File: src/rtl/maj_pkg.sv
package maj_pkg;
  localparam int IN_W     = 13;
  localparam int GRP_W    = 3;
  localparam int N_GRP    = (IN_W - 1) / GRP_W;
  localparam int N_PAIR   = N_GRP / 2;
  localparam int CNT_W    = $clog2(GRP_W + 1);
  localparam int PAIR_W   = $clog2(2 * GRP_W + 1);
  localparam int TOT_MAX  = IN_W - 1;
  localparam int TOT_W    = $clog2(TOT_MAX + 1);
  localparam int NEED     = IN_W / 2 + 1;
  localparam int NEED_TOP = NEED - 1;

  typedef logic [CNT_W-1:0]  grp_cnt_t;
  typedef logic [PAIR_W-1:0] pair_sum_t;
  typedef logic [TOT_W-1:0]  total_t;
endpackage

File: src/rtl/maj_trio_count.sv
module maj_trio_count
  import maj_pkg::*;
(
  input  logic [GRP_W-1:0] trio,
  output grp_cnt_t         cnt
);
  // Direct decode of three bits into their population count.
  always_comb begin
    unique case (trio)
      3'b000:                         cnt = 2'd0;
      3'b001, 3'b010, 3'b100:         cnt = 2'd1;
      3'b011, 3'b101, 3'b110:         cnt = 2'd2;
      default:                        cnt = 2'd3;
    endcase
  end
endmodule

File: src/rtl/maj_pair_add.sv
module maj_pair_add
  import maj_pkg::*;
(
  input  grp_cnt_t  cnt_a,
  input  grp_cnt_t  cnt_b,
  output pair_sum_t psum
);
  always_comb begin
    psum = PAIR_W'(cnt_a) + PAIR_W'(cnt_b);
  end
endmodule

File: src/rtl/maj_decide.sv
module maj_decide
  import maj_pkg::*;
(
  input  pair_sum_t psum_lo,
  input  pair_sum_t psum_hi,
  input  logic      top_bit,
  output total_t    total,
  output logic      vote
);
  total_t thresh;

  always_comb begin
    total  = TOT_W'(psum_lo) + TOT_W'(psum_hi);
    thresh = top_bit ? TOT_W'(NEED_TOP) : TOT_W'(NEED);
    vote   = (total >= thresh);
  end
endmodule

File: src/rtl/maj_rst_sync.sv
module maj_rst_sync (
  input  logic clk,
  input  logic rst_n,
  output logic rst_sync_n
);
  logic stage1_q;
  logic stage2_q;

  always_ff @(posedge clk or negedge rst_n) begin
    if (!rst_n) begin
      stage1_q <= 1'b0;
      stage2_q <= 1'b0;
    end else begin
      stage1_q <= 1'b1;
      stage2_q <= stage1_q;
    end
  end

  assign rst_sync_n = stage2_q;
endmodule

File: src/rtl/maj13_voter.sv
module maj13_voter
  import maj_pkg::*;
#(
  parameter bit REG_OUT = 1'b1
) (
  input  logic            clk,
  input  logic            rst_n,
  input  logic [IN_W-1:0] bits_in,
  output logic            vote_out
);
  logic [N_GRP*CNT_W-1:0]   grp_cnt;
  logic [N_PAIR*PAIR_W-1:0] pair_sum;
  total_t                   total12;
  logic                     vote_comb;
  logic                     rst_sync_n;

  // Layer 1: group decode.
  for (genvar g = 0; g < N_GRP; g++) begin : g_trio
    maj_trio_count u_trio (
      .trio (bits_in[g*GRP_W +: GRP_W]),
      .cnt  (grp_cnt[g*CNT_W +: CNT_W])
    );
  end

  // Layer 2: pairwise add.
  for (genvar p = 0; p < N_PAIR; p++) begin : g_pair
    maj_pair_add u_pair (
      .cnt_a (grp_cnt[(2*p)*CNT_W   +: CNT_W]),
      .cnt_b (grp_cnt[(2*p+1)*CNT_W +: CNT_W]),
      .psum  (pair_sum[p*PAIR_W +: PAIR_W])
    );
  end

  // Layer 3: total and threshold picked by the top bit.
  maj_decide u_decide (
    .psum_lo (pair_sum[0      +: PAIR_W]),
    .psum_hi (pair_sum[PAIR_W +: PAIR_W]),
    .top_bit (bits_in[IN_W-1]),
    .total   (total12),
    .vote    (vote_comb)
  );

  if (REG_OUT) begin : g_reg
    logic vote_d;
    logic vote_q;

    maj_rst_sync u_rst_sync (
      .clk        (clk),
      .rst_n      (rst_n),
      .rst_sync_n (rst_sync_n)
    );

    always_comb begin
      vote_d = vote_comb;
    end

    always_ff @(posedge clk or negedge rst_sync_n) begin
      if (!rst_sync_n) begin
        vote_q <= 1'b0;
      end else begin
        vote_q <= vote_d;
      end
    end

    assign vote_out = vote_q;
  end else begin : g_comb
    assign rst_sync_n = rst_n;
    assign vote_out   = vote_comb;
  end
endmodule

File: config.mk
export PLATFORM = sky130hd
export DESIGN_NAME = maj13_voter
export DESIGN_NICKNAME = d
export VERILOG_FILES = /design/src/rtl/maj_pkg.sv /design/src/rtl/maj_trio_count.sv /design/src/rtl/maj_pair_add.sv /design/src/rtl/maj_decide.sv /design/src/rtl/maj_rst_sync.sv /design/src/rtl/maj13_voter.sv
export SDC_FILE = /design/constraint.sdc
export NUM_CORES = 1
export LEC_CHECK = 0
export ABC_AREA = 0
export BUFFER_PORTS_ARGS = -buffer_cell sky130_fd_sc_hd__buf_2
export CAP_MARGIN = 20
export CELL_PAD_IN_SITES_DETAIL_PLACEMENT = 0
export CELL_PAD_IN_SITES_GLOBAL_PLACEMENT = 1
export CORE_AREA = 2 2 39 41
export DETAILED_ROUTE_END_ITERATION = 8
export DIE_AREA = 0 0 41 43
export PLACE_DENSITY_LB_ADDON = 0.1
export SLEW_MARGIN = 20
export SYNTH_ARGS = -nofsm -noshare
export SYNTH_HDL_FRONTEND = slang
export SYNTH_SLANG_ARGS = --single-unit
File: constraint.sdc
create_clock -name clk -period 0.8 [get_ports clk]
set_clock_uncertainty 0.2 [all_clocks]
set_input_delay 0.16 -clock clk [delete_from_list [all_inputs] [get_ports clk]]
set_output_delay 0.16 -clock clk [all_outputs]
set_load 0.03 [all_outputs]
## Word-level counts from Yosys, hierarchy flattened

Index checks and enable logic that the tools add are counted.

- Bits in registers: 3
- Word-level logic and storage cells: 48

- Reduce and logical (&&, ||, !) cells: 12
- Equal/unequal tests: 24
- Add/subtract/negate cells: 3
- Multiplexer cells: 5
- $lt $le $gt $ge: 1

Operator list:

| kind | number |
|---|---|
| 3-bit equality test (second input constant) | 12 |
| 3-bit by 2-bit equality test with 1-bit output (second input constant) | 8 |
| 2-bit one-hot mux with 3 select lines | 4 |
| 3-bit OR reduction | 8 |
| 3-bit by 1-bit equality test with 1-bit output (second input constant) | 4 |
| 3-bit zero test | 4 |
| 2-bit by 2-bit adder with 3-bit output | 2 |
| 3-bit by 3-bit adder with 4-bit output | 1 |
| 4-bit >= comparator | 1 |
| 1-bit 2-to-1 mux | 1 |

## Depth between registers and ports, before layout

Gate-level depths: netlist of the first run.

- Depth after elaboration: 6
- Mapped depth: 9
- Mapped depth without buffers: 9

## Modules after synthesis

From an unflattened synthesis of the first run, not the netlist that was laid out.

- Cell total of the unflattened synthesis: 39
- Area total of the unflattened synthesis: 431.7 um^2

Modules (own cells, without submodules):

| module | sequential area each (um^2) | cells each | area an instance (um^2) | times used |
|---|---|---|---|---|
| maj_trio_count | 0.0 | 2 | 33.8 | 4 |
| maj_decide | 0.0 | 13 | 115.1 | 1 |
| maj_pair_add | 0.0 | 7 | 51.3 | 2 |
| maj_rst_sync | 50.0 | 3 | 53.8 | 1 |
| maj13_voter | 25.0 | 1 | 25.0 | 1 |

## Least setup slack after synthesis of the first run

Ideal clock, no wire load.

- Path kind: input-to-reg
- Start point: input bits_in[4]
- End point: register g_reg.vote_q (netlist: vote_out)
- Stages: 8
- Arrival: 2.474 ns
- Required time: 0.480 ns
- Path slack: -1.994 ns
- Cell sequence: maj3_1 > fa_1 > inv_1 > fa_1 > inv_1 > ha_1 > fa_1 > a31o_2

- Word-level cells in the longest chain between the ends: 6

Ends and longest elaborated chain:

| element | line | source |
|---|---|---|
| start: declaration | maj13_voter.sv:8 | `input logic [IN_W-1:0] bits_in,` |
| 3-bit by 2-bit equality test with 1-bit output (tied with other cells) | maj_trio_count.sv:9 | `unique case (trio)` |
| 3-bit OR reduction | maj_trio_count.sv:9 |  |
| 2-bit one-hot mux with 3 select lines * | maj_trio_count.sv:9 |  |
| 2-bit by 2-bit adder with 3-bit output * | maj_pair_add.sv:9 | `psum = PAIR_W'(cnt_a) + PAIR_W'(cnt_b);` |
| 3-bit by 3-bit adder with 4-bit output * | maj_decide.sv:13 | `total = TOT_W'(psum_lo) + TOT_W'(psum_hi);` |
| 4-bit >= comparator * | maj_decide.sv:15 | `vote = (total >= thresh);` |
| net g_reg.vote_d | maj13_voter.sv:44 | `logic vote_d;` |
| end signal: assignment | maj13_voter.sv:61 | `vote_q <= vote_d;` |
| end: declaration | maj13_voter.sv:45 | `logic vote_q;` |

Mark *: on every way through the listed nets, which the timed path passes. The rest lies on a longest branch.

## Worst setup path after layout of the first run

- Start point: input bits_in[1]
- End point: register g_reg.vote_q (netlist: vote_out)

Same word-level chain as after synthesis.

==> impl_metrics.env, run 1 <==
export IMPL_status="finished, violations left"
export IMPL_violations="hold timing, setup timing"
export IMPL_fin_nets=80
export IMPL_cts_sinks=3
export IMPL_cp_cell_sequence="buf_6 -> maj3_2 -> fa_1 -> inv_1 -> fa_1 -> inv_1 -> ha_2 -> fa_1 -> a31o_2"
export IMPL_worst_path_dominant_cell_family="adder cells"
export IMPL_syn_instance_count=32
export IMPL_drv_cap=0
export IMPL_cp_required_ns=0.71
export IMPL_cp_max_fo=2
export IMPL_drv_slew=0
export IMPL_vias=289
export IMPL_drt_first_pass_iters=1
export IMPL_wl_per_cell_um=9.71
export IMPL_cts_buffers=3
export IMPL_syn_nets=54
export IMPL_cts_max_path_buffers=2
export IMPL_fin_crit_sh_pct=321
export IMPL_final_hold_violation_count=1
export IMPL_grt_pass1_wl_um=1290
export IMPL_powerDensity_nw_per_um2=1860
export IMPL_io_buffers=15
export IMPL_ys_seq_area_share_pct=21.7
export IMPL_ys_types=12
export IMPL_synth_cell_area_um2=347
export IMPL_synth_seq_cells=3
export IMPL_fmax_mhz=389
export IMPL_worstHoldPathType="reg -> async"
export IMPL_ys_top_cells_by_area="fa_1 (23%), dfrtp_1 (22%), xnor2_1 (13%)"
export IMPL_diodes=0
export IMPL_worstPathArrival_ns=2.48
export IMPL_crit_slowest_cell="fa_1"
export IMPL_die_x_um=41
export IMPL_die_y_um=43
export IMPL_synth_top_area_share_pct=23.1
export IMPL_avgSynthCellArea_um2=10.8
export IMPL_antenna_found_initial=0
export IMPL_place_congestion=0.538
export IMPL_htreeDepth=1
export IMPL_clkLatencyLatePin_ns=0.23
export IMPL_ios=16
export IMPL_drive_above_1_share_pct=52.6
export IMPL_worst_setup_path_start_kind="primary input"
export IMPL_cts_setup_buffers=0
export IMPL_r2r_start="g_reg.u_rst_sync.stage1_q"
export IMPL_drt_wl_total_um=709
export IMPL_ir_drop_mv=0.972
export IMPL_hpwl_um=605
export IMPL_setup_violations=2
export IMPL_coreArea_um2=1380
export IMPL_crit_top_cell="fa_1"
export IMPL_ant_nets=0
export IMPL_layout_setup_ws_ns=-1.77
export IMPL_critPathLaunch="bits_in[1]"
export IMPL_critPathBufInv=3
export IMPL_grt_start_max_net_pins=4
export IMPL_grt_usage_pct=10.6
export IMPL_path_clk_slew_ns=0.04
export IMPL_dpl_cell_count=68
export IMPL_min_period_ns=2.57
export IMPL_dr_first_iter_drc_count=0
export IMPL_initial_core_util_pct=25.0
export IMPL_fin_hold_ws_ns=-0.200
export IMPL_max_stage_delay_ns=0.53
export IMPL_critPathKind="in -> reg"
export IMPL_grt_ovfl_total=0
export IMPL_grt_pass1_vias=357
export IMPL_route_detailed_drc=0
export IMPL_clock_root_buffer="clkbuf_4"
export IMPL_area_delta_synth_final_pct=60.7
export IMPL_rsz0062_at_grt="yes"
export IMPL_ys_warn_count=0
export IMPL_end_kind="flop"
export IMPL_rows=14
export IMPL_final_cells=73
export IMPL_postCtsHoldBufs=1
export IMPL_synth_top_cell_by_area="fa_1"
export IMPL_power_leakage_nw=0.278
export IMPL_finalPower_mw=1.04
export IMPL_cts_tree="built"
export IMPL_fp_dieArea_um2=1760
export IMPL_detail_route_vias_per_cell=3.96
==> metrics by stage <==
stage / cell area, um^2 / util (%) / worst slack, ns / setup TNS (ns) / hold slack (ns)
detailed placement: 484 / 35.0 / -2.04 / -2.10 / -0.254
global placement: 484 / 35.0 / -2.03 / -2.10 / -0.256
floorplan: 352 / - / -1.84 / -1.86 / -0.336
CTS: 547 / 39.5 / -1.78 / -2.07 / -0.197
global route: 557 / 40.2 / -1.82 / -2.13 / -0.189
finish: 557 / 40.2 / -1.77 / -2.06 / -0.200
==> cells in the mapped netlist <==
master    count
inv_1         6
xnor2_1       5
fa_1          4
dfrtp_1       3
ha_1          3
maj3_1        3
xor2_1        3
a21o_1        1
a31o_2        1
conb_1        1
nand2b_1      1
o21ai_0       1
==> state kept, by name, summed over array words and instances, names as in the netlist <==
name and flops:
g_reg.u_rst_sync.stage1_q 1, vote_out 1, g_reg.u_rst_sync.rst_sync_n 1
==> where the power goes <==
part	switching (mW)	internal, mW
Combinational	0.278	0.302
Sequential	0.0120	0.185
Clock	0.0735	0.187
Total	0.364	0.674
==> placed cells by master (no fill, tap or decap), types with 2 or more instances in the layout <==
cell type  synthesis  layout
clkbuf_4           0       3
xor2_1             3       2
maj3_2             0       3
buf_2              0      11
ha_1               3       2
dfrtp_1            3       3
inv_1              6       6
buf_6              0       4
buf_4              0       5
xnor2_1            5       5
fa_1               4       3
==> final timing paths <==
kind | depth (start not counted) | slack (ns) | end
setup reg to reg | 0 | 0.14 | g_reg.u_rst_sync.rst_sync_n
min in group clk | 0 | 0.15 | g_reg.u_rst_sync.rst_sync_n
max in group asynchronous | 2 | 0.24 | g_reg.u_rst_sync.rst_sync_n
hold / removal | 0 | -0.20 | vote_out
setup / recovery | 9 | -1.77 | vote_out
hold reg to reg | 0 | -0.20 | vote_out
==> final cells by class <==
cell class                 instances  area (um^2)
clock buffer                       4         26.3
fill                             146          827
inverter                           6         22.5
multi-input combinational         23          265
sequential                         3         75.1
tap                               16         20.0
timing repair buffer              21          148
==> metal layers <==
metal / track usage [%] / wire [um] / part of all wire (%) / vias to the layer above
met5: 0 / 0 / 0 / -
met1: 10.6 / 232 / 33 / 137
met3: 0 / 30 / 4.2 / 0
met2: 20.0 / 447 / 63 / 6
met4: 6.00 / 0 / 0 / 0
li1: - / - / - / 146
==> logic make-up after synthesis <==
kind of cell,count (synthesis),synth area share (%)
adder cells (fa/ha/maj),10,42.6
XOR/XNOR,8,20.2
buffers and inverters,6,6.50
AO/OA/AOI/OAI,3,6.14
flip-flops,3,21.7
AND/OR/NAND/NOR,1,1.81
other,1,1.08
==> timing repair <==
item,in CTS,in global routing
gates cloned,0,0
gates resized for setup,6,2
pin swaps,0,1
endpoints found under the hold margin,3,1
setup endpoints to repair,2,2
No activity file was read; power rests on OpenSTA's default activity.
==> run 2, diff against run 1 <==
==> constraint.sdc (replaced) <==
create_clock -name clk -period 2.7 [get_ports clk]
set_clock_uncertainty 0.2 [all_clocks]
set_input_delay 0.54 -clock clk [delete_from_list [all_inputs] [get_ports clk]]
set_output_delay 0.54 -clock clk [all_outputs]
set_load 0.03 [all_outputs]
==> run 2 against run 1 <==
  * The run ends with setup timing left
  * Register-to-register slack better by 1.7 ns
  * Wire length shrank 7.9%
  * Non-clock buffer count did not move
  * Utilization down 0.99 points
  * Combinational power is 73% lower
  * Total power down 72%
  * Die area did not move
  * Flip-flop and latch count unchanged
  * Largest power group unchanged
  * Count of clock-buffer cells in the layout did not move
  * First-iteration DRC count grew 1
==> impl_metrics.env, run 2 (synthesis gave the netlist of run 1 again) <==
export IMPL_status="finished, violations left"
export IMPL_violations="setup timing"
export IMPL_fp_dieArea_um2=1760
export IMPL_cts_buffers=3
export IMPL_die_y_um=43
export IMPL_final_hold_violation_count=0
export IMPL_final_common_cell="buf_2"
export IMPL_route_detailed_drc=0
export IMPL_cp_required_ns=2.62
export IMPL_die_x_um=41
export IMPL_vias=298
export IMPL_dpl_cell_area_um2=477
export IMPL_grt_pass1_wl_um=1080
export IMPL_r2r_cells=1
export IMPL_htreeDepth=1
export IMPL_rsz0062_at_grt="yes"
export IMPL_multi_input_area_um2=255
export IMPL_drv_slew=0
export IMPL_fin_nets=80
export IMPL_r2r_end="vote_out"
export IMPL_diodes=0
export IMPL_routed_wl_met2_um=396
export IMPL_cts_max_path_buffers=2
export IMPL_fin_area_um2=543
export IMPL_layout_setup_ws_ns=-0.257
export IMPL_drive_above_1_share_pct=47.4
export IMPL_p_clk_share_pct=26.1
export IMPL_ios=16
export IMPL_worstPathArrival_ns=2.87
export IMPL_cts_sinks=3
export IMPL_powerDensity_nw_per_um2=533
export IMPL_dpl_cell_count=67
export IMPL_grt_pass1_vias=309
export IMPL_worstHoldPathType="reg -> reg"
export IMPL_ant_nets=0
export IMPL_drv_cap=0
export IMPL_setup_violations=1
export IMPL_dp_worst_setup_slack_ns=-0.505
export IMPL_critPathKind="in -> reg"
export IMPL_r2r_start="g_reg.u_rst_sync.rst_sync_n"
export IMPL_drt_wl_total_um=653
export IMPL_area_delta_synth_final_pct=56.7
export IMPL_coreArea_um2=1380
export IMPL_fillCellCount=149
export IMPL_clkLatencyLatePin_ns=0.22
export IMPL_drt_first_pass_iters=2
export IMPL_pwr_share_seq_pct=19.7
export IMPL_top_layer_used="met3"
export IMPL_place_congestion=0.616
export IMPL_seq_area_um2=75.1
export IMPL_pwr_share_comb_pct=54.2
export IMPL_end_kind="flop"
export IMPL_clock_root_buffer="clkbuf_4"
export IMPL_final_cells=73
export IMPL_p_sw_uw=101
export IMPL_min_period_ns=2.96
export IMPL_grt_ovfl_total=0
export IMPL_m1WireLength_um=228
export IMPL_dr_first_iter_drc_count=1
export IMPL_swShare_pct=34.9
export IMPL_critPathLaunch="bits_in[1]"
export IMPL_grt_usage_pct=9.01
export IMPL_rows=14
export IMPL_worst_setup_path_start_kind="primary input"
export IMPL_antenna_found_initial=0
export IMPL_wl_per_cell_um=8.95
export IMPL_detail_route_vias_per_cell=4.08
export IMPL_path_clk_slew_ns=0.04
export IMPL_cts_tree="built"
export IMPL_layout_common_cells="buf_2 (12), inv_1 (6), xnor2_1 (5), fa_1 (4), buf_4 (4)"
export IMPL_fin_crit_sh_pct=110
export IMPL_critical_path_endpoint="vote_out"
export IMPL_power_leakage_nw=0.275
export IMPL_hpwl_um=541
export IMPL_fmax_mhz=338
export IMPL_r2r_slack_ns=1.88
export IMPL_ir_drop_mv=0.238
export IMPL_wl_met3_um=28
export IMPL_intPower_uw=189
export IMPL_cp_max_fo=2
export IMPL_io_buffers=15
export IMPL_grt_start_max_net_pins=4
export IMPL_initial_core_util_pct=25.0
-- run 2: changes by cell type in the layout (fill, tap and decap cells not counted) --
| cell | delta |
|---|---|
| buf_2 | +1 |
| buf_4 | -1 |
| buf_6 | -1 |
| dlygate4sd3_1 | +1 |
| fa_1 | +1 |
| fa_2 | -1 |
| xor2_1 | +1 |
| xor2_2 | -1 |
-- run 2: repair_timing --
action,4_1_cts,5_1_grt
setup endpoints to repair,1,1
hold buffers,2,0
hold endpoints to repair,3,0
buffers inserted,0,0
gates resized for setup,4,0
pin swaps,1,0
-- run 2: power by group through the flow --
stage	Combinational [mW]	Clock (mW)	Sequential (mW)
finish	0.157	0.0757	0.0569
global route	0.180	0.0836	0.0579
CTS	0.162	0.0815	0.0570
detailed placement	0.155	0	0.0578
global placement	0.153	0	0.0579
floorplan	0.0922	0	0.0736
-- run 2: critical path, cell delays in order --
cell    delay, ns
buf_6        0.09
maj3_2       0.32
fa_1         0.54
inv_1        0.05
fa_1         0.48
inv_1        0.05
ha_2         0.16
fa_1         0.43
a31o_2       0.21
-- run 2: routing by layer --
layer / global-route usage, % / vias up
met2: 16.9 / 6
met5: 0 / -
met1: 8.58 / 144
met4: 4.00 / 0
met3: 1.57 / 0
li1: - / 148
-- run 2: area by class of cell --
type / count / share of cell area [%]
clock buffers: 4 / 4.84
inverters: 6 / 4.15
multi-input cells: 23 / 47.0
flip-flops and latches: 3 / 13.8
well taps: 16 / 3.69
repair buffers: 21 / 26.5
-- run 2: worst min-delay path by stage --
stage / slack [ns] / end / cells past startpoint / from
6_report: 0.15 / g_reg.u_rst_sync.rst_sync_n / 0 / g_reg.u_rst_sync.stage1_q
5_1_grt: 0.16 / g_reg.u_rst_sync.rst_sync_n / 0 / g_reg.u_rst_sync.stage1_q
2_1_floorplan: -0.21 / vote_out / 0 / g_reg.u_rst_sync.rst_sync_n
3_5_place_dp: -0.20 / vote_out / 0 / g_reg.u_rst_sync.rst_sync_n
3_3_place_gp: -0.20 / vote_out / 0 / g_reg.u_rst_sync.rst_sync_n
4_1_cts: 0.16 / g_reg.u_rst_sync.rst_sync_n / 0 / g_reg.u_rst_sync.stage1_q
-- run 2: through the flow --
stage / TNS [ns] / power [mW] / hold slack [ns] / util (%)
floorplan: -0.317 / 0.166 / -0.206 / -
global placement: -0.504 / 0.211 / -0.200 / 34.4
detailed placement: -0.505 / 0.213 / -0.203 / 34.4
global route: -0.303 / 0.321 / 0.163 / 39.2
CTS: -0.259 / 0.300 / 0.155 / 39.2
finish: -0.257 / 0.290 / 0.152 / 39.2
